File: src/rtl/psr_pkg.sv
package psr_pkg;

  typedef enum logic [1:0] {
    MODE_IDLE  = 2'd0,
    MODE_AUTO  = 2'd1,
    MODE_SELF  = 2'd2,
    MODE_RECOV = 2'd3
  } psr_mode_e;

  // A pulse of len samples is long enough to count as a refresh request.
  function automatic logic pulse_valid(input int unsigned len, input int unsigned min_len);
    return len >= min_len;
  endfunction

endpackage

File: src/rtl/psr_self_timer.sv
module psr_self_timer #(
  parameter int unsigned PERIOD_CYC = 16
) (
  input  logic clk,
  input  logic rst_n,
  input  logic run,
  output logic tick
);
  localparam int unsigned CW = $clog2(PERIOD_CYC + 1);
  localparam logic [CW-1:0] LAST = CW'(PERIOD_CYC - 1);
  localparam logic [CW-1:0] STEP = CW'(1);

  logic [CW-1:0] cnt;

  assign tick = run && (cnt == LAST);

  always_ff @(posedge clk or negedge rst_n) begin
    if (!rst_n)       cnt <= '0;
    else if (!run)    cnt <= '0;
    else if (tick)    cnt <= '0;
    else              cnt <= cnt + STEP;
  end
endmodule

File: src/rtl/psr_row_ctr.sv
module psr_row_ctr #(
  parameter int unsigned ROW_BITS = 11
) (
  input  logic                clk,
  input  logic                rst_n,
  input  logic                clr,
  input  logic                adv,
  output logic [ROW_BITS-1:0] row
);
  localparam logic [ROW_BITS-1:0] ONE = ROW_BITS'(1);

  // Natural wrap at the top of the row space.
  function automatic logic [ROW_BITS-1:0] row_after(input logic [ROW_BITS-1:0] r);
    return r + ONE;
  endfunction

  always_ff @(posedge clk or negedge rst_n) begin
    if (!rst_n)     row <= '0;
    else if (clr)   row <= '0;
    else if (adv)   row <= row_after(row);
  end
endmodule

File: src/rtl/psr_mode_fsm.sv
module psr_mode_fsm
  import psr_pkg::*;
#(
  parameter int unsigned MIN_PULSE_CYC = 4,
  parameter int unsigned AUTO_MAX_CYC  = 40,
  parameter int unsigned RECOV_CYC     = 12
) (
  input  logic      clk,
  input  logic      rst_n,
  input  logic      ce_n,
  input  logic      rf_n,
  input  logic      self_tick,
  output psr_mode_e mode,
  output logic      auto_fire,
  output logic      enter_self,
  output logic      self_fire,
  output logic      leave_self,
  output logic      early_hit
);
  localparam int unsigned LW = $clog2(AUTO_MAX_CYC + 1);
  localparam int unsigned RW = $clog2(RECOV_CYC + 1);
  localparam logic [LW-1:0] LAST_LOW = LW'(AUTO_MAX_CYC - 1);
  localparam logic [LW-1:0] LOW_STEP = LW'(1);
  localparam logic [RW-1:0] LAST_REC = RW'(RECOV_CYC - 1);
  localparam logic [RW-1:0] REC_STEP = RW'(1);

  logic [LW-1:0] low_len;
  logic [RW-1:0] rec_len;
  logic          desel_low;
  logic          both_high;
  logic          rec_done;

  always_comb begin
    desel_low  = ce_n && !rf_n;
    both_high  = ce_n && rf_n;
    auto_fire  = (mode == MODE_AUTO) && both_high &&
                 pulse_valid(int'(low_len), MIN_PULSE_CYC);
    enter_self = (mode == MODE_AUTO) && desel_low && (low_len == LAST_LOW);
    leave_self = (mode == MODE_SELF) && !desel_low;
    self_fire  = (mode == MODE_SELF) && desel_low && self_tick;
    early_hit  = (mode == MODE_RECOV) && !both_high;
    rec_done   = (mode == MODE_RECOV) && both_high && (rec_len == LAST_REC);
  end

  always_ff @(posedge clk or negedge rst_n) begin
    if (!rst_n) begin
      mode    <= MODE_IDLE;
      low_len <= '0;
      rec_len <= '0;
    end else begin
      unique case (mode)
        MODE_IDLE: if (desel_low) begin
          mode    <= MODE_AUTO;
          low_len <= LOW_STEP;
        end
        MODE_AUTO: begin
          if (enter_self)     mode    <= MODE_SELF;
          else if (desel_low) low_len <= low_len + LOW_STEP;
          else                mode    <= MODE_IDLE;
        end
        MODE_SELF: if (leave_self) begin
          mode    <= MODE_RECOV;
          rec_len <= '0;
        end
        MODE_RECOV: begin
          if (early_hit)     rec_len <= '0;
          else if (rec_done) mode    <= MODE_IDLE;
          else               rec_len <= rec_len + REC_STEP;
        end
        default: mode <= MODE_IDLE;
      endcase
    end
  end
endmodule

File: src/rtl/psr_refresh_seq.sv
module psr_refresh_seq
  import psr_pkg::*;
#(
  parameter int unsigned ROW_BITS        = 11,
  parameter int unsigned MIN_PULSE_CYC   = 4,
  parameter int unsigned AUTO_MAX_CYC    = 40,
  parameter int unsigned SELF_PERIOD_CYC = 16,
  parameter int unsigned RECOV_CYC       = 12
) (
  input  logic                clk,
  input  logic                rst_n,
  input  logic                ce_n_i,
  input  logic                oe_rf_n_i,
  input  logic                we_n_i,
  input  logic [ROW_BITS-1:0] row_addr_i,
  output logic                strobe_o,
  output logic [ROW_BITS-1:0] row_o,
  output logic [1:0]          mode_o,
  output logic                early_o
);
  psr_mode_e           mode;
  logic                ce_q;
  logic                self_run;
  logic                self_tick;
  logic                auto_fire;
  logic                enter_self;
  logic                self_fire;
  logic                leave_self;
  logic                early_hit;
  logic                ext_fire;
  logic [ROW_BITS-1:0] row_cnt;

  psr_mode_fsm #(
    .MIN_PULSE_CYC(MIN_PULSE_CYC),
    .AUTO_MAX_CYC (AUTO_MAX_CYC),
    .RECOV_CYC    (RECOV_CYC)
  ) fsm_i (
    .clk       (clk),
    .rst_n     (rst_n),
    .ce_n      (ce_n_i),
    .rf_n      (oe_rf_n_i),
    .self_tick (self_tick),
    .mode      (mode),
    .auto_fire (auto_fire),
    .enter_self(enter_self),
    .self_fire (self_fire),
    .leave_self(leave_self),
    .early_hit (early_hit)
  );

  assign self_run = (mode == MODE_SELF) && ce_n_i && !oe_rf_n_i;

  psr_self_timer #(.PERIOD_CYC(SELF_PERIOD_CYC)) tmr_i (
    .clk  (clk),
    .rst_n(rst_n),
    .run  (self_run),
    .tick (self_tick)
  );

  psr_row_ctr #(.ROW_BITS(ROW_BITS)) ctr_i (
    .clk  (clk),
    .rst_n(rst_n),
    .clr  (enter_self),
    .adv  (auto_fire || self_fire),
    .row  (row_cnt)
  );

  // Addressed refresh: chip select falling with output and write disabled.
  assign ext_fire = (mode == MODE_IDLE) && ce_q && !ce_n_i && oe_rf_n_i && we_n_i;

  always_ff @(posedge clk or negedge rst_n) begin
    if (!rst_n) begin
      ce_q     <= 1'b1;
      strobe_o <= 1'b0;
      row_o    <= '0;
      early_o  <= 1'b0;
    end else begin
      ce_q     <= ce_n_i;
      strobe_o <= ext_fire || auto_fire || self_fire;
      early_o  <= early_hit;
      if (ext_fire)                    row_o <= row_addr_i;
      else if (auto_fire || self_fire) row_o <= row_cnt;
    end
  end

  assign mode_o = mode;
endmodule

File: config.mk
export PLATFORM = sky130hd
export DESIGN_NAME = psr_refresh_seq
export DESIGN_NICKNAME = d
export VERILOG_FILES = /design/src/rtl/psr_pkg.sv /design/src/rtl/psr_self_timer.sv /design/src/rtl/psr_row_ctr.sv /design/src/rtl/psr_mode_fsm.sv /design/src/rtl/psr_refresh_seq.sv
export SDC_FILE = /design/constraint.sdc
export NUM_CORES = 1
export LEC_CHECK = 0
export BUFFER_PORTS_ARGS = -buffer_cell sky130_fd_sc_hd__buf_2
export CORE_MARGIN = 2
export CORE_UTILIZATION = 60
export DETAILED_ROUTE_END_ITERATION = 10
export GPL_TIMING_DRIVEN = 0
export PLACE_DENSITY = 0.83
export SLEW_MARGIN = 20
export SYNTH_ARGS = -nofsm -noshare
export SYNTH_HDL_FRONTEND = slang
export SYNTH_SLANG_ARGS = --single-unit
File: constraint.sdc
create_clock -name clk -period 3.3 [get_ports clk]
set_input_delay 0.33 -clock clk [delete_from_list [all_inputs] [get_ports clk]]
set_output_delay 0.33 -clock clk [all_outputs]
set_load 0.005 [all_outputs]
==> out/metrics.csv <==
stage,metric,value,unit
sta,tightest_slew,0.908,ns
placement,place_area,2280,sq um
sta,min_period_over_period,61.8,%
yosys,syn_inst,210,
yosys,seq_area_frac_synth,50.7,%
critical_path,worst_path_max_delay_cell,dfrtp_1,
min_path,worstHoldPathCells,1,
yosys,synthArstFlopShare,100,%
die,num_rows,21,
clocking,holdBufCountCts,0,
layout,layout-drive-gt1-share,22.2,%
global_route,grt_pass1_wl,7210,um
drt,vias_per_cell,5.59,
critical_path,cp_slowest_stage_delay,0.42,ns
clocking,clockRootBuffer,clkbuf_4,
global_route,overflow,0,
placement,portBuffers,30,
placement,dp_cells,286,
critical_path,worstReg2RegStart,tmr_i.cnt[0],
pwr,power_density,477,nW/um^2
yosys,synthesis.area,2070,sq um
critical_path,crit_start,tmr_i.cnt[0],
sta,setup_viol,0,
pwr,p_sw,305,uW
sta,slew_headroom,39.5,%
clocking,cts_setup_buffers,0,
drt,drc,0,
drt,wl_per_cell,13.6,um
critical_path,critPathLaunchType,flip-flop,
die,ios,31,
global_route,track_usage,23.5,%
critical_path,reg2reg_to,row_o[3],
sta,rsz0062_at_grt,no,
die,core_area,3340,sq um
yosys,synth_edf_count,0,
yosys,yosysWarnings,0,
drt,drt-pass1-iter-count,4,
pwr,p_sw_share,27.0,%
clocking,post_cts_resize_count,0,
pwr,p_leak,1.12,nW
layout,final_net_count,268,
clocking,cts.sinks,42,
die,dieArea,3940,sq um
critical_path,cp_max_fo,10,
pwr,p_clk_share,28.7,%
drt,dr_total_vias,1642,
drt,drtIter0Drc,75,
flow_run,maxCapViolCount,0,
pwr,ir_drop,0.313,mV
layout,mostFrequentLayoutCell,dfrtp_1,
outcome,status,finished clean,
layout,fillerInstances,272,
sta,slew_violations,0,
placement,hpwl,2900,um
layout,final_area,2360,sq um
yosys,avgSynthCellArea,9.88,sq um
critical_path,cp-end-kind,flip-flop,
sta,finalHoldViolations,0,
min_path,hold_end,ce_q,
global_route,antenna_found_initial,0,
critical_path,crit_required,3.56,ns
layout,layout.cells.non_filler,294,
clocking,cts_tree,yes,
yosys,ys_seq_elements,42,
sta,clock.fmax,490,MHz
min_path,hp-class,in -> reg,
layout,final_cell_mix,"dfrtp_1 (41), buf_2 (34), o21ai_0 (20)",
critical_path,crit_arrival,2.30,ns
die,die_y,62.8,um
yosys,synth_cell_types,42,
layout,syn_to_final_growth,13.8,%
layout,diodes,0,
critical_path,regToRegSetupSlack,1.26,ns
pwr,internal-power,821,uW
drt,ant_nets,0,
clocking,numCtsBuffers,5,
clocking,h-tree-depth,2,
pwr,power,1.13,mW
critical_path,crit_type,reg -> reg,
min_path,worstHoldStart,ce_n_i,
global_route,grt_pass1_vias,1565,
pwr,power_frac_comb,15.8,%
critical_path,reg2reg_depth,8,
drt,routed_wl,4010,um
clocking,cts_max_path_buffers,2,
sta,finClkSkew,0.00848,ns
die,fp.dieW,62.8,um
sta,tns,0,ns
pwr,p_seq_share,55.5,%
yosys,synthFlopType,dfrtp_1,
clocking,clock_latency,0.36,ns
sta,finalCriticalPeriod,2.04,ns
clocking,cts.clk_slew.worst_paths,0.12,ns
die,start_util,62.2,%
global_route,grt_max_degree,43,
placement,gp_congestion,0.868,
yosys,syn-num-nets,231,
critical_path,path_cells,ha_1 -> and4b_1 -> and3_1 -> buf_2 -> o21ai_4 -> nand2b_4 -> buf_6 -> o221a_1,
## how the worst max path moves through the flow
| stage | endpoint | slack [ns] | depth (start not counted) |
|---|---|---|---|
| floorplan | row_o[3] | 1.42 | 8 |
| global placement | row_o[3] | 1.27 | 8 |
| detailed placement | row_o[3] | 1.26 | 8 |
| CTS | row_o[3] | 1.26 | 8 |
| global route | row_o[3] | 1.14 | 8 |
| finish | row_o[3] | 1.26 | 8 |
## metrics by stage
stage | util [%] | worst slack (ns) | hold WS (ns)
4_1_cts | 70.7 | 1.26 | 0.0678
2_1_floorplan | - | 1.42 | 0.0344
6_report | 70.7 | 1.26 | 0.0775
3_5_place_dp | 68.4 | 1.26 | 0.459
5_1_grt | 70.7 | 1.14 | 0.0660
3_3_place_gp | 68.4 | 1.27 | 0.458
## cells in the mapped netlist, drive strengths merged, types with 2 or more instances
| master | instances | share of area, % |
|---|---|---|
| dfrtp | 41 | 49 |
| o21ai | 22 | 6.0 |
| nor2 | 17 | 3.1 |
| nand2 | 15 | 2.7 |
| inv | 14 | 2.5 |
| nand3 | 11 | 2.7 |
| a21oi | 10 | 2.4 |
| a22oi | 8 | 2.9 |
| nor3 | 6 | 1.4 |
| and3 | 5 | 1.5 |
| buf | 5 | 1.5 |
| ha | 5 | 3.0 |
| nand2b | 5 | 1.9 |
| nand4 | 5 | 1.5 |
| xor2 | 5 | 2.1 |
| clkbuf | 3 | 0.54 |
| mux2i | 3 | 1.4 |
| o221a | 3 | 1.6 |
| a31oi | 2 | 0.60 |
| and4 | 2 | 0.84 |
| mux2 | 2 | 1.1 |
| nor2b | 2 | 0.60 |
| nor3b | 2 | 0.72 |
| o211ai | 2 | 0.72 |
| o22ai | 2 | 0.60 |
| or2 | 2 | 0.72 |
| or3 | 2 | 0.66 |
| xnor2 | 2 | 0.84 |
## layout make-up
class                      instances  area (sq um)  share of cell area (%)
clock inverter                     3          40.0                    1.70
clock buffer                       5          37.5                    1.59
multi-input combinational        146           927                    39.3
inverter                          14          52.6                    2.23
sequential                        42          1050                    44.6
timing repair buffer              30           150                    6.36
buffer                             8          42.5                    1.80
tap                               46          57.6                    2.44
## metal layers
layer  part of all wire (%)  up-vias  global-route usage, %  wire length, um
li1                       -      820                      -                -
met1                     46      774                   31.2             1860
met2                     47       38                   36.6             1870
met3                    4.7       10                   6.49              189
met4                    2.3        0                   10.0               91
met5                      0        -                      0                0
## registers in the layout, summed over array words and instances (netlist names), named ones only
signal and flops:
ctr_i.row 11, fsm_i.mode 1, early_o 1, row_o 11, tmr_i.cnt 5, ce_q 1
fsm_i.low_len 6, strobe_o 1, fsm_i.rec_len 4
## worst max-delay path, delay by kind of cell, from the launching register on
kind	cells	cell delay (ns)
simple gates	3	0.50
fa+ha+maj	1	0.24
flops	1	0.42
compound gates	2	0.47
buf+inv	2	0.31
## cells by family (layout without fill, tap and decap cells)
kind of cell | count (synthesis) | in the layout | synth area share, %
compound gates | 53 | 53 | 17.1
fa+ha+maj | 5 | 5 | 3.02
buf+inv | 22 | 60 | 4.58
mux | 5 | 5 | 2.53
simple gates | 76 | 76 | 19.1
flops | 42 | 42 | 50.7
xor+xnor | 7 | 7 | 2.96
## power groups by stage
stage	clock network [mW]	logic, mW	registers, mW
floorplan	0	0.0950	0.630
global route	0.348	0.202	0.635
global placement	0	0.172	0.631
detailed placement	0	0.179	0.636
finish	0.323	0.178	0.625
CTS	0.330	0.180	0.626
Power figures use the tool's default switching activity.
